**config.mk**
```make
export PLATFORM = sky130hd
export DESIGN_NAME = lbus_width_adapter
export DESIGN_NICKNAME = d
export VERILOG_FILES = /design/src/rtl/lbwa_pkg.sv /design/src/rtl/lbwa_region_dec.sv /design/src/rtl/lbwa_unit_seq.sv /design/src/rtl/lbwa_lane_map.sv /design/src/rtl/lbwa_rd_steer.sv /design/src/rtl/lbus_width_adapter.sv
export SDC_FILE = /design/constraint.sdc
export NUM_CORES = 1
export LEC_CHECK = 0
export ABC_AREA = 1
export BUFFER_PORTS_ARGS = -buffer_cell sky130_fd_sc_hd__clkbuf_2
export CORE_MARGIN = 2
export CORE_UTILIZATION = 27
export CTS_CLUSTER_DIAMETER = 60
export DETAILED_ROUTE_END_ITERATION = 10
export PLACE_DENSITY_LB_ADDON = 0.08
export SKIP_CTS_REPAIR_TIMING = 1
export SLEW_MARGIN = 0
export SYNTH_ARGS = -nofsm -noshare
export SYNTH_HDL_FRONTEND = slang
export SYNTH_SLANG_ARGS = --single-unit
```
**constraint.sdc**
```tcl
create_clock -name clk -period 2.5 [get_ports clk]
set_input_delay 0.75 -clock clk [delete_from_list [all_inputs] [get_ports clk]]
set_output_delay 0.75 -clock clk [all_outputs]
set_load 0.01 [all_outputs]
```
**src/rtl/lbwa_pkg.sv**
```systemverilog
package lbwa_pkg;
  typedef enum logic [1:0] {LW_8 = 2'd0, LW_16 = 2'd1, LW_32 = 2'd2} lw_e;
  typedef enum logic [1:0] {ST_IDLE = 2'd0, ST_SETUP = 2'd1, ST_STRB = 2'd2} st_e;
endpackage

```
**src/rtl/lbwa_region_dec.sv**
```systemverilog
module lbwa_region_dec
  import lbwa_pkg::*;
#(
  parameter int WA_W = 8,
  parameter int RGN_BITS = 2,
  parameter logic [2*(1<<RGN_BITS)-1:0] REGION_MAP = 8'b10_10_01_00
) (
  input  logic [WA_W-1:0] waddr,
  output lw_e             width
);
  localparam int NRGN = 1 << RGN_BITS;

  logic [RGN_BITS-1:0] rgn;
  logic [1:0]          code [NRGN];

  assign rgn = waddr[WA_W-1 -: RGN_BITS];

  for (genvar g = 0; g < NRGN; g++) begin : g_code
    assign code[g] = REGION_MAP[2*g +: 2];
  end

  always_comb begin
    case (code[rgn])
      2'd0:    width = LW_8;
      2'd1:    width = LW_16;
      default: width = LW_32;
    endcase
  end
endmodule

```
**src/rtl/lbwa_unit_seq.sv**
```systemverilog
module lbwa_unit_seq
  import lbwa_pkg::*;
#(
  parameter int LANES = 4,
  localparam int IDX_W = $clog2(LANES)
) (
  input  lw_e              width,
  input  logic [LANES-1:0] be,
  output logic [LANES-1:0] mask,
  input  logic [LANES-1:0] pend,
  output logic [IDX_W-1:0] first,
  output logic             any
);
  localparam int HALVES = LANES / 2;

  logic [HALVES-1:0] half_any;

  for (genvar h = 0; h < HALVES; h++) begin : g_half
    assign half_any[h] = |be[2*h +: 2];
  end

  always_comb begin
    mask = '0;
    case (width)
      LW_8:    mask = be;
      LW_16:   mask[HALVES-1:0] = half_any;
      default: mask[0] = |be;
    endcase
  end

  always_comb begin
    first = '0;
    for (int i = LANES - 1; i >= 0; i--) begin
      if (pend[i]) first = IDX_W'(i);
    end
  end

  assign any = |pend;
endmodule

```
**src/rtl/lbwa_lane_map.sv**
```systemverilog
module lbwa_lane_map
  import lbwa_pkg::*;
#(
  parameter int LANES = 4,
  localparam int IDX_W = $clog2(LANES),
  localparam int DW = 8 * LANES
) (
  input  lw_e              width,
  input  logic [IDX_W-1:0] unit,
  input  logic [LANES-1:0] be,
  input  logic [DW-1:0]    wdata,
  output logic [IDX_W-1:0] addr_lo,
  output logic [LANES-1:0] lbe_n,
  output logic [DW-1:0]    lwdata
);
  always_comb begin
    addr_lo = '0;
    lbe_n   = '1;
    lwdata  = '0;
    case (width)
      LW_8: begin
        addr_lo     = unit;
        lbe_n[0]    = 1'b0;
        lwdata[7:0] = wdata[unit*8 +: 8];
      end
      LW_16: begin
        addr_lo      = {unit[IDX_W-2:0], 1'b0};
        lbe_n[1:0]   = ~be[unit[IDX_W-2:0]*2 +: 2];
        lwdata[15:0] = wdata[unit[IDX_W-2:0]*16 +: 16];
      end
      default: begin
        lbe_n  = ~be;
        lwdata = wdata;
      end
    endcase
  end
endmodule

```
**src/rtl/lbwa_rd_steer.sv**
```systemverilog
module lbwa_rd_steer
  import lbwa_pkg::*;
#(
  parameter int LANES = 4,
  localparam int IDX_W = $clog2(LANES),
  localparam int DW = 8 * LANES
) (
  input  lw_e              width,
  input  logic [IDX_W-1:0] unit,
  input  logic [LANES-1:0] be,
  input  logic [DW-1:0]    ldata,
  input  logic [DW-1:0]    acc,
  output logic [DW-1:0]    nxt
);
  for (genvar i = 0; i < LANES; i++) begin : g_lane
    localparam logic [IDX_W-1:0] LANE_IX = IDX_W'(i);
    localparam logic [IDX_W-1:0] HALF_IX = IDX_W'(i / 2);
    logic       take;
    logic [7:0] src;

    always_comb begin
      case (width)
        LW_8: begin
          take = (unit == LANE_IX);
          src  = ldata[7:0];
        end
        LW_16: begin
          take = (unit == HALF_IX);
          src  = ldata[(i%2)*8 +: 8];
        end
        default: begin
          take = 1'b1;
          src  = ldata[i*8 +: 8];
        end
      endcase
    end

    assign nxt[i*8 +: 8] = (take && be[i]) ? src : acc[i*8 +: 8];
  end
endmodule

```
**src/rtl/lbus_width_adapter.sv**
```systemverilog
module lbus_width_adapter
  import lbwa_pkg::*;
#(
  parameter int ADDR_W = 10,
  parameter int LANES = 4,
  parameter int RGN_BITS = 2,
  parameter logic [2*(1<<RGN_BITS)-1:0] REGION_MAP = 8'b10_10_01_00,
  localparam int IDX_W = $clog2(LANES)
) (
  input  logic                    clk,
  input  logic                    rst,
  input  logic                    host_req,
  input  logic                    host_we,
  input  logic [ADDR_W-IDX_W-1:0] host_waddr,
  input  logic [LANES-1:0]        host_be,
  input  logic [8*LANES-1:0]      host_wdata,
  output logic                    host_busy,
  output logic                    host_ready,
  output logic [8*LANES-1:0]      host_rdata,
  output logic                    loc_cyc,
  output logic                    loc_strb,
  output logic                    loc_we,
  output logic [ADDR_W-1:0]       loc_addr,
  output logic [LANES-1:0]        loc_lbe_n,
  output logic [8*LANES-1:0]      loc_wdata,
  input  logic [8*LANES-1:0]      loc_rdata
);
  localparam int DW   = 8 * LANES;
  localparam int WA_W = ADDR_W - IDX_W;

  st_e              st;
  logic             r_we;
  logic [WA_W-1:0]  r_waddr;
  logic [LANES-1:0] r_be;
  logic [DW-1:0]    r_wdata;
  lw_e              r_width;
  logic [LANES-1:0] pend;
  logic [IDX_W-1:0] cur;
  logic [DW-1:0]    acc;

  lw_e              dec_width;
  logic [LANES-1:0] mask_host;
  logic [LANES-1:0] pend_clr;
  logic [LANES-1:0] prio_in;
  logic [IDX_W-1:0] first;
  logic             first_any;
  lw_e              sel_width;
  logic [LANES-1:0] sel_be;
  logic [DW-1:0]    sel_wdata;
  logic [WA_W-1:0]  sel_waddr;
  logic             sel_we;
  logic [IDX_W-1:0] map_lo;
  logic [LANES-1:0] map_lbe_n;
  logic [DW-1:0]    map_wdata;
  logic [DW-1:0]    acc_nxt;
  logic             in_idle;

  assign in_idle = (st == ST_IDLE);

  lbwa_region_dec #(
    .WA_W(WA_W), .RGN_BITS(RGN_BITS), .REGION_MAP(REGION_MAP)
  ) u_dec (
    .waddr(host_waddr), .width(dec_width)
  );

  assign pend_clr  = pend & ~(LANES'(1) << cur);
  assign prio_in   = in_idle ? mask_host : pend_clr;
  assign sel_width = in_idle ? dec_width : r_width;
  assign sel_be    = in_idle ? host_be : r_be;
  assign sel_wdata = in_idle ? host_wdata : r_wdata;
  assign sel_waddr = in_idle ? host_waddr : r_waddr;
  assign sel_we    = in_idle ? host_we : r_we;

  lbwa_unit_seq #(.LANES(LANES)) u_seq (
    .width(dec_width), .be(host_be), .mask(mask_host),
    .pend(prio_in), .first(first), .any(first_any)
  );

  lbwa_lane_map #(.LANES(LANES)) u_map (
    .width(sel_width), .unit(first), .be(sel_be), .wdata(sel_wdata),
    .addr_lo(map_lo), .lbe_n(map_lbe_n), .lwdata(map_wdata)
  );

  lbwa_rd_steer #(.LANES(LANES)) u_steer (
    .width(r_width), .unit(cur), .be(r_be), .ldata(loc_rdata),
    .acc(acc), .nxt(acc_nxt)
  );

  always_ff @(posedge clk) begin
    if (rst) begin
      st         <= ST_IDLE;
      r_we       <= 1'b0;
      r_waddr    <= '0;
      r_be       <= '0;
      r_wdata    <= '0;
      r_width    <= LW_32;
      pend       <= '0;
      cur        <= '0;
      acc        <= '0;
      host_busy  <= 1'b0;
      host_ready <= 1'b0;
      host_rdata <= '0;
      loc_cyc    <= 1'b0;
      loc_strb   <= 1'b0;
      loc_we     <= 1'b0;
      loc_addr   <= '0;
      loc_lbe_n  <= '1;
      loc_wdata  <= '0;
    end else begin
      host_ready <= 1'b0;
      case (st)
        ST_IDLE: begin
          if (host_req) begin
            r_we    <= host_we;
            r_waddr <= host_waddr;
            r_be    <= host_be;
            r_wdata <= host_wdata;
            r_width <= dec_width;
            acc     <= '0;
            if (!first_any) begin
              host_ready <= 1'b1;
              host_rdata <= '0;
            end else begin
              pend      <= mask_host;
              cur       <= first;
              loc_cyc   <= 1'b1;
              loc_we    <= sel_we;
              loc_addr  <= {sel_waddr, map_lo};
              loc_lbe_n <= map_lbe_n;
              loc_wdata <= map_wdata;
              host_busy <= 1'b1;
              st        <= ST_SETUP;
            end
          end
        end
        ST_SETUP: begin
          loc_strb <= 1'b1;
          st       <= ST_STRB;
        end
        default: begin
          loc_strb <= 1'b0;
          pend     <= pend_clr;
          if (!r_we) acc <= acc_nxt;
          if (first_any) begin
            cur       <= first;
            loc_addr  <= {sel_waddr, map_lo};
            loc_lbe_n <= map_lbe_n;
            loc_wdata <= map_wdata;
            st        <= ST_SETUP;
          end else begin
            loc_cyc    <= 1'b0;
            loc_we     <= 1'b0;
            loc_lbe_n  <= '1;
            host_busy  <= 1'b0;
            host_ready <= 1'b1;
            host_rdata <= r_we ? '0 : acc_nxt;
            st         <= ST_IDLE;
          end
        end
      endcase
    end
  end

  // strobe only rises after a setup clock of the same cycle
  assert_setup_before_strobe_R7: assert property (@(posedge clk) disable iff (rst)
    $rose(loc_strb) |-> ($past(loc_cyc) && !$past(loc_strb)));

  // strobe lasts exactly one clock
  assert_strobe_one_clock_R7: assert property (@(posedge clk) disable iff (rst)
    loc_strb |=> !loc_strb);

  // address and enables hold from setup into strobe
  assert_addr_stable_R7: assert property (@(posedge clk) disable iff (rst)
    loc_strb |-> ($stable(loc_addr) && $stable(loc_lbe_n)));

  // every local cycle enables at least one lane
  assert_lane_enabled_R2: assert property (@(posedge clk) disable iff (rst)
    loc_cyc |-> (loc_lbe_n != '1));

  // ready only when the local bus is idle and not busy
  assert_ready_idle_R6: assert property (@(posedge clk) disable iff (rst)
    host_ready |-> (!host_busy && !loc_cyc));

  // ready is a single-clock pulse
  assert_ready_pulse_R6: assert property (@(posedge clk) disable iff (rst)
    host_ready |=> !host_ready);

  // local cycles only run while busy
  assert_cyc_needs_busy_R9: assert property (@(posedge clk) disable iff (rst)
    loc_cyc |-> host_busy);
endmodule

```
# --- Yosys cells after proc, flatten, opt, wreduce, memory -nomap -nowiden ---
# Cells that the tools add are included.
totals:
  reg_bits: 169
  latch_bits: 0
  mem_bits_rw: 0
  rom_bits: 0
  in_bits: 80
  output_inout_bits: 83
  wordCells: 137
  memories: 0
op_classes:
  n_addsub: 0
  n_mul: 0
  n_div: 0
  n_lt_le_gt_ge: 1
  eq_ne: 12
  shifts: 4
  n_mux: 73
  n_bitwise: 7
  n_reduce_logical: 23
op_table:
  columns: ["op", "count"]
  rows:
  - ["32-bit two-way mux", 9]
  - ["32-bit one-hot mux with 2 select lines", 3]
  - ["8-bit two-way mux", 7]
  - ["8-bit one-hot mux with 2 select lines", 3]
  - ["32-bit by 6-bit variable part select with 16-bit output", 1]
  - ["32-bit by 6-bit variable part select with 8-bit output", 1]
  - ["4-bit two-way mux", 7]
  - ["2-bit two-way mux", 13]
  - ["1-bit one-hot mux with 2 select lines", 11]
  - ["10-bit two-way mux", 2]
  - ["10-bit one-hot mux with 2 select lines", 1]
  - ["16-bit two-way mux", 1]
  - ["2-bit one-hot mux with 2 select lines", 4]
  - ["4-bit one-hot mux with 2 select lines", 2]
  - ["2-bit by 1-bit equality test with 1-bit output (second input constant)", 6]
  - ["2-bit logical NOT", 6]
  - ["1-bit two-way mux", 9]
  - ["3-bit AND reduction", 3]
  - ["4-bit inverter", 2]
  - ["2-bit OR reduction", 4]
  - ["4-bit OR reduction", 2]
  - ["2-bit AND reduction", 3]
  - ["4-bit AND", 1]
  - ["2-bit binary-select mux with 2-bit select", 1]
  - ["other kinds (11)", 18]

# --- Logic depth before layout (Yosys ltp) ---
logic_depth:
  word_depth: 19
  mapped_depth: 15
  ltp_nobuf: 15

# --- Hierarchy ---
# From an unflattened synthesis, not the netlist that was laid out.
hier_totals:
  hier_cells: 1435
  hier_area_um2: 9057.4
by_module_without_submodules:
  columns: ["module", "instances", "cells_each", "area_per_inst_um2", "seq_area_each_um2"]
  rows:
  - ["lbus_width_adapter", 1, 1009, 7048.0, 3383.2]
  - ["lbwa_lane_map", 1, 213, 1007.2, 0.0]
  - ["lbwa_rd_steer", 1, 189, 900.9, 0.0]
  - ["lbwa_unit_seq", 1, 21, 90.1, 0.0]
  - ["lbwa_region_dec", 1, 3, 11.3, 0.0]

# --- Worst setup path after synthesis ---
# OpenSTA, ideal clock, no wires.
synth_timing:
  path_kind: "input to register"
  start: "input host_waddr[7]"
  end: "register loc_wdata[3]"
  setup_ps: 117
  arrival_ps: 1943
  required_ps: 2383
  slack_ps: 440
  stages: 12
  path_buffers: 1
  path_cell_list: "nor2_1 nand3_1 nand2_1 nor2_1 nand2_2 inv_2 nand2_2 nand2_4 inv_2 clkbuf_1 o21ai_0 nor2_1"
synth_between:
  elab_chain_len: 18
  word_cells_on_any_way: 27
  cone_classes: "eq/ne (3); shift (2); mux (17); bitwise (1); reduce/logical (4)"
synth_lines:
  columns: ["item", "line", "source"]
  rows:
  - ["start: declaration", "lbus_width_adapter.sv:14", "input logic [ADDR_W-IDX_W-1:0] host_waddr,"]
  - ["2-bit inverter with 3-bit output (implied by the code) (*)", "lbwa_region_dec.sv:23", "case (code[rgn])"]
  - ["2-bit binary-select mux with 2-bit select (*)", "lbwa_region_dec.sv:23", null]
  - ["2-bit two-way mux (implied by the code) (*) (2 in a row)", "lbwa_region_dec.sv:23", null]
  - ["2-bit by 1-bit equality test with 1-bit output or 2-bit logical NOT (tied branches)", "lbwa_region_dec.sv:23", null]
  - ["2-bit one-hot mux with 2 select lines (*)", "lbwa_region_dec.sv:23", null]
  - ["2-bit logical NOT", "lbwa_unit_seq.sv:24", "case (width)"]
  - ["2-bit two-way mux", "lbwa_unit_seq.sv:24", null]
  - ["4-bit two-way mux", "lbus_width_adapter.sv:67", "assign prio_in = in_idle ? mask_host : pend_clr;"]
  - ["2-bit two-way mux (4 in a row)", "lbwa_unit_seq.sv:34", "if (pend[i]) first = IDX_W'(i);"]
  - ["32-bit by 6-bit variable part select with 16-bit output or 32-bit by 6-bit variable part select with 8-bit output (tied branches)", "lbwa_lane_map.sv:29, lbwa_lane_map.sv:24", null]
  - ["8-bit one-hot mux with 2 select lines", "lbwa_lane_map.sv:20", "case (width)"]
  - ["32-bit two-way mux (*)", "lbus_width_adapter.sv:120, lbus_width_adapter.sv:144", null]
  - ["32-bit two-way mux", "lbus_width_adapter.sv:113", "if (host_req) begin"]
  - ["32-bit one-hot mux with 2 select lines (*)", "lbus_width_adapter.sv:111", "case (st)"]
  - ["end signal: assignment", "lbus_width_adapter.sv:130", "loc_wdata <= map_wdata;"]
  - ["end signal: assignment", "lbus_width_adapter.sv:148", "loc_wdata <= map_wdata;"]
  - ["end: declaration", "lbus_width_adapter.sv:25", "output logic [8*LANES-1:0] loc_wdata,"]
# Every way passes the cells marked *; elsewhere a longest branch is shown, timed or not. The select of a mux whose other input is x is not followed.
# A chain may end at the register's enable or synchronous reset.

# --- Worst setup path after layout ---
layout_timing:
  start: "register st[1]"
  end: "register loc_wdata[7]"
layout_between:
  elab_chain_len: 11
  word_cells_on_any_way: 21
  cone_classes: "eq/ne (3); shift (2); mux (11); bitwise (1); reduce/logical (4)"
layout_lines:
  columns: ["item", "line", "source"]
  rows:
  - ["start: declaration", "lbus_width_adapter.sv:31", "st_e st;"]
  - ["start signal: assignment", "lbus_width_adapter.sv:91", "st <= ST_IDLE;"]
  - ["start signal: assignment", "lbus_width_adapter.sv:132", "st <= ST_SETUP;"]
  - ["start signal: assignment", "lbus_width_adapter.sv:138", "st <= ST_STRB;"]
  - ["2-bit logical NOT", "lbus_width_adapter.sv:58, lbus_width_adapter.sv:111", null]
  - ["4-bit two-way mux", "lbus_width_adapter.sv:67", null]
  - ["2-bit two-way mux (4 in a row)", "lbwa_unit_seq.sv:34", null]
  - ["32-bit by 6-bit variable part select with 16-bit output or 32-bit by 6-bit variable part select with 8-bit output (tied branches)", "lbwa_lane_map.sv:29, lbwa_lane_map.sv:24", null]
  - ["8-bit one-hot mux with 2 select lines", "lbwa_lane_map.sv:20", null]
  - ["32-bit two-way mux", "lbus_width_adapter.sv:120, lbus_width_adapter.sv:144", null]
  - ["32-bit two-way mux", "lbus_width_adapter.sv:113", null]
  - ["32-bit one-hot mux with 2 select lines", "lbus_width_adapter.sv:111", null]
# Several ways; a longest one is shown, not always the timed one. The select of a mux whose other input is x is not followed.

==> flow_summary.toml <==
[sta]
fin_tns_setup_ns = 0
drv_slew = 0
period_minus_slack_ns = 2.12
period_share = 0.850
setup_viol = 0
tightestPinTransition_ns = 0.627
fin_ws_ns = 0.375
fmax_ghz = 0.471
hold_viol_final = 0
fin_skew_ns = 0.0153
hold_ws_ns = 0.446
max_slew_margin = 0.578
rsz0062_at_grt = "no"

[logic_synthesis]
synth_area_um2 = 8060
avgSynthCellArea_um2 = 7.04
synthCells = 1144
syn_nets = 1224
synth_area_leaders = "dfxtp_1, nand2_1, o21ai_0"
yosysWarnings = 0
seq_area_frac_synth = 0.420
synth_area_leader_cell = "dfxtp_1"
yosysTopAreaCellShare = 0.420
synth.distinct_cells = 33
ys_ff_latch = 169

[drt]
drt_wl_total_um = 27700
wl_per_cell_um = 16.4
drc_errors = 0
drtIter0Drc = 501
vias = 8015
dr.pass1.iters = 5
vias_per_cell = 4.76
ant_nets = 0

[finish]
layout_common_cells = "nand2_1, dfxtp_1, clkbuf_2"
drive_gt1_frac = 0.221
nets = 1362
final_common_cell = "nand2_1"
area_growth_pct = 24.4
diodes = 0

[grt]
antenna_found_initial = 0
grt_pass1_wl_um = 43600
grt_max_degree = 84
grt_pass1_vias = 7622
grt-ovfl-total = 0
grt_use_total = 0.179

[worst_setup_path]
endpoint_kind = "flip-flop"
critical_path_arrival_ns = 2.49
r2r.worst_path.cells = 12
timing.rr.end = "loc_wdata[7]"
reg2reg_from = "st[1]"
crit_type = "flip-flop to flip-flop"
r2r_slack_ns = 0.38
cp.required_ns = 2.87
critical_path.max_fanout = 11
worst_setup_path_start_kind = "flip-flop"

[placement]
io_buffers = 162
post-dp-hpwl_um = 19400
pre_cts_slack_ns = 0.0714
place_congestion = 0.837

[cts]
cts_tree = "done"
htreeDepth = 4
cts_buffer_depth = 2
clkLatencyLatePin_ns = 0.43
cts.sinks = 169
root_buffer = "clkbuf_16"
cts_buffers = 17
path_clk_slew_ns = 0.07

[flow_run]
max_cap_viol_count = 0

[floorplanning]
pin_count = 163
die_x_um = 177
start_util = 0.273
dieArea_um2 = 31200
die_h_um = 177
num_rows = 63
core_um2 = 29500

[power_and_ir_drop]
leakage_uw = 0.00435
max-vdd-ir-drop_mv = 0.470
powerDensity_nw_per_um2 = 822

[status]
outcome = "finished, final reports clean"

[hold_path]
worstHoldStart = "r_wdata[3]"
holdPathStages = 2
min_to = "r_wdata[3]"
hp-class = "flip-flop to flip-flop"
[cell type report]
type                    instances  area, µm²
clock buffers                  20        457
clock inverters                12        164
fillers                      3224      19500
inverters                      96        360
multi-input cells             795       3940
flip-flops and latches        169       3380
well taps                     390        488
repair buffers                203       1230
[metal layers]
layer,routed length (µm),GRT usage,vias up
li1,-,-,4125
met1,13700,0.248,3658
met2,12300,0.287,214
met3,1410,0.0365,18
met4,317,0.0413,0
met5,0,0,-
[metrics by stage]
step	total power [µW]	util	instance area, µm²	std cells
2_1_floorplan	4620	-	8060	1144
3_3_place_gp	5490	0.319	9400	1653
3_5_place_dp	5480	0.319	9400	1653
4_1_cts	8370	0.340	10000	1685
5_1_grt	8770	0.340	10000	1685
6_report	8240	0.340	10000	1685
[synthesized netlist by cell type]
library cell    n
nand2_1       225
dfxtp_1       169
o21ai_0       149
a21oi_1       144
inv_1          90
nor2_1         72
nand3_1        64
clkbuf_1       52
or2_2          28
nand4_1        27
a211oi_1       19
buf_2          19
o211ai_1       19
a31oi_1         9
o221ai_1        8
inv_2           6
buf_6           5
nand2_2         5
buf_1           4
buf_4           4
mux2i_1         4
nand3b_1        4
nand2_4         3
nor2_2          2
nor2_4          2
o21a_1          2
o21ai_1         2
o21ai_2         2
a21boi_0        1
a21boi_1        1
a22oi_1         1
nor2_8          1
o31ai_1         1
[critical path: stages, from the launching register on]
cell and delay [ns]:
dfxtp_1 0.35, inv_2 0.13, nand2_2 0.14, nor2_1 0.18
nand3_1 0.13, o21ai_2 0.10, buf_4 0.22, nand3_1 0.18
nor2_2 0.27, nand3_1 0.13, nand2_1 0.07, inv_1 0.04
a21oi_1 0.12
[report_power, final]
part	total, µW	internal, µW	switching, µW
combinational	2250	783	1460
sequential	3160	3000	155
clock	2840	1640	1200
total	8240	5430	2820
[kinds of logic (layout without fill, tap and decap cells)]
| logic type | after synthesis | in the layout | synth area share |
|---|---|---|---|
| and+or+nand+nor | 433 | 433 | 0.240 |
| AOI/OAI and AO/OA | 358 | 358 | 0.242 |
| buffers and inverters | 180 | 331 | 0.0934 |
| DFF | 169 | 169 | 0.420 |
| muxes | 4 | 4 | 0.00497 |
[state kept, by name, summed over array words and instances, names as in the netlist, 4 cells and up]
| signal | flops |
|---|---|
| pend | 4 |
| r_waddr | 8 |
| acc | 32 |
| loc_addr | 10 |
| r_wdata | 32 |
| loc_wdata | 32 |
| r_be | 4 |
| loc_lbe_n | 4 |
| host_rdata | 32 |
[worst max path at each step]
stage | start | to | slack [ns] | cells past startpoint
after floorplan | host_waddr[7] | loc_wdata[3] | 0.44 | 12
after global placement | host_waddr[7] | loc_wdata[5] | 0.04 | 14
after detailed placement | host_waddr[7] | loc_wdata[5] | 0.07 | 14
after CTS | st[1] | loc_wdata[1] | 0.34 | 12
after global routing | st[1] | loc_wdata[1] | 0.1 | 12
final | st[1] | loc_wdata[7] | 0.38 | 12
(Power assumes the default switching activity.)
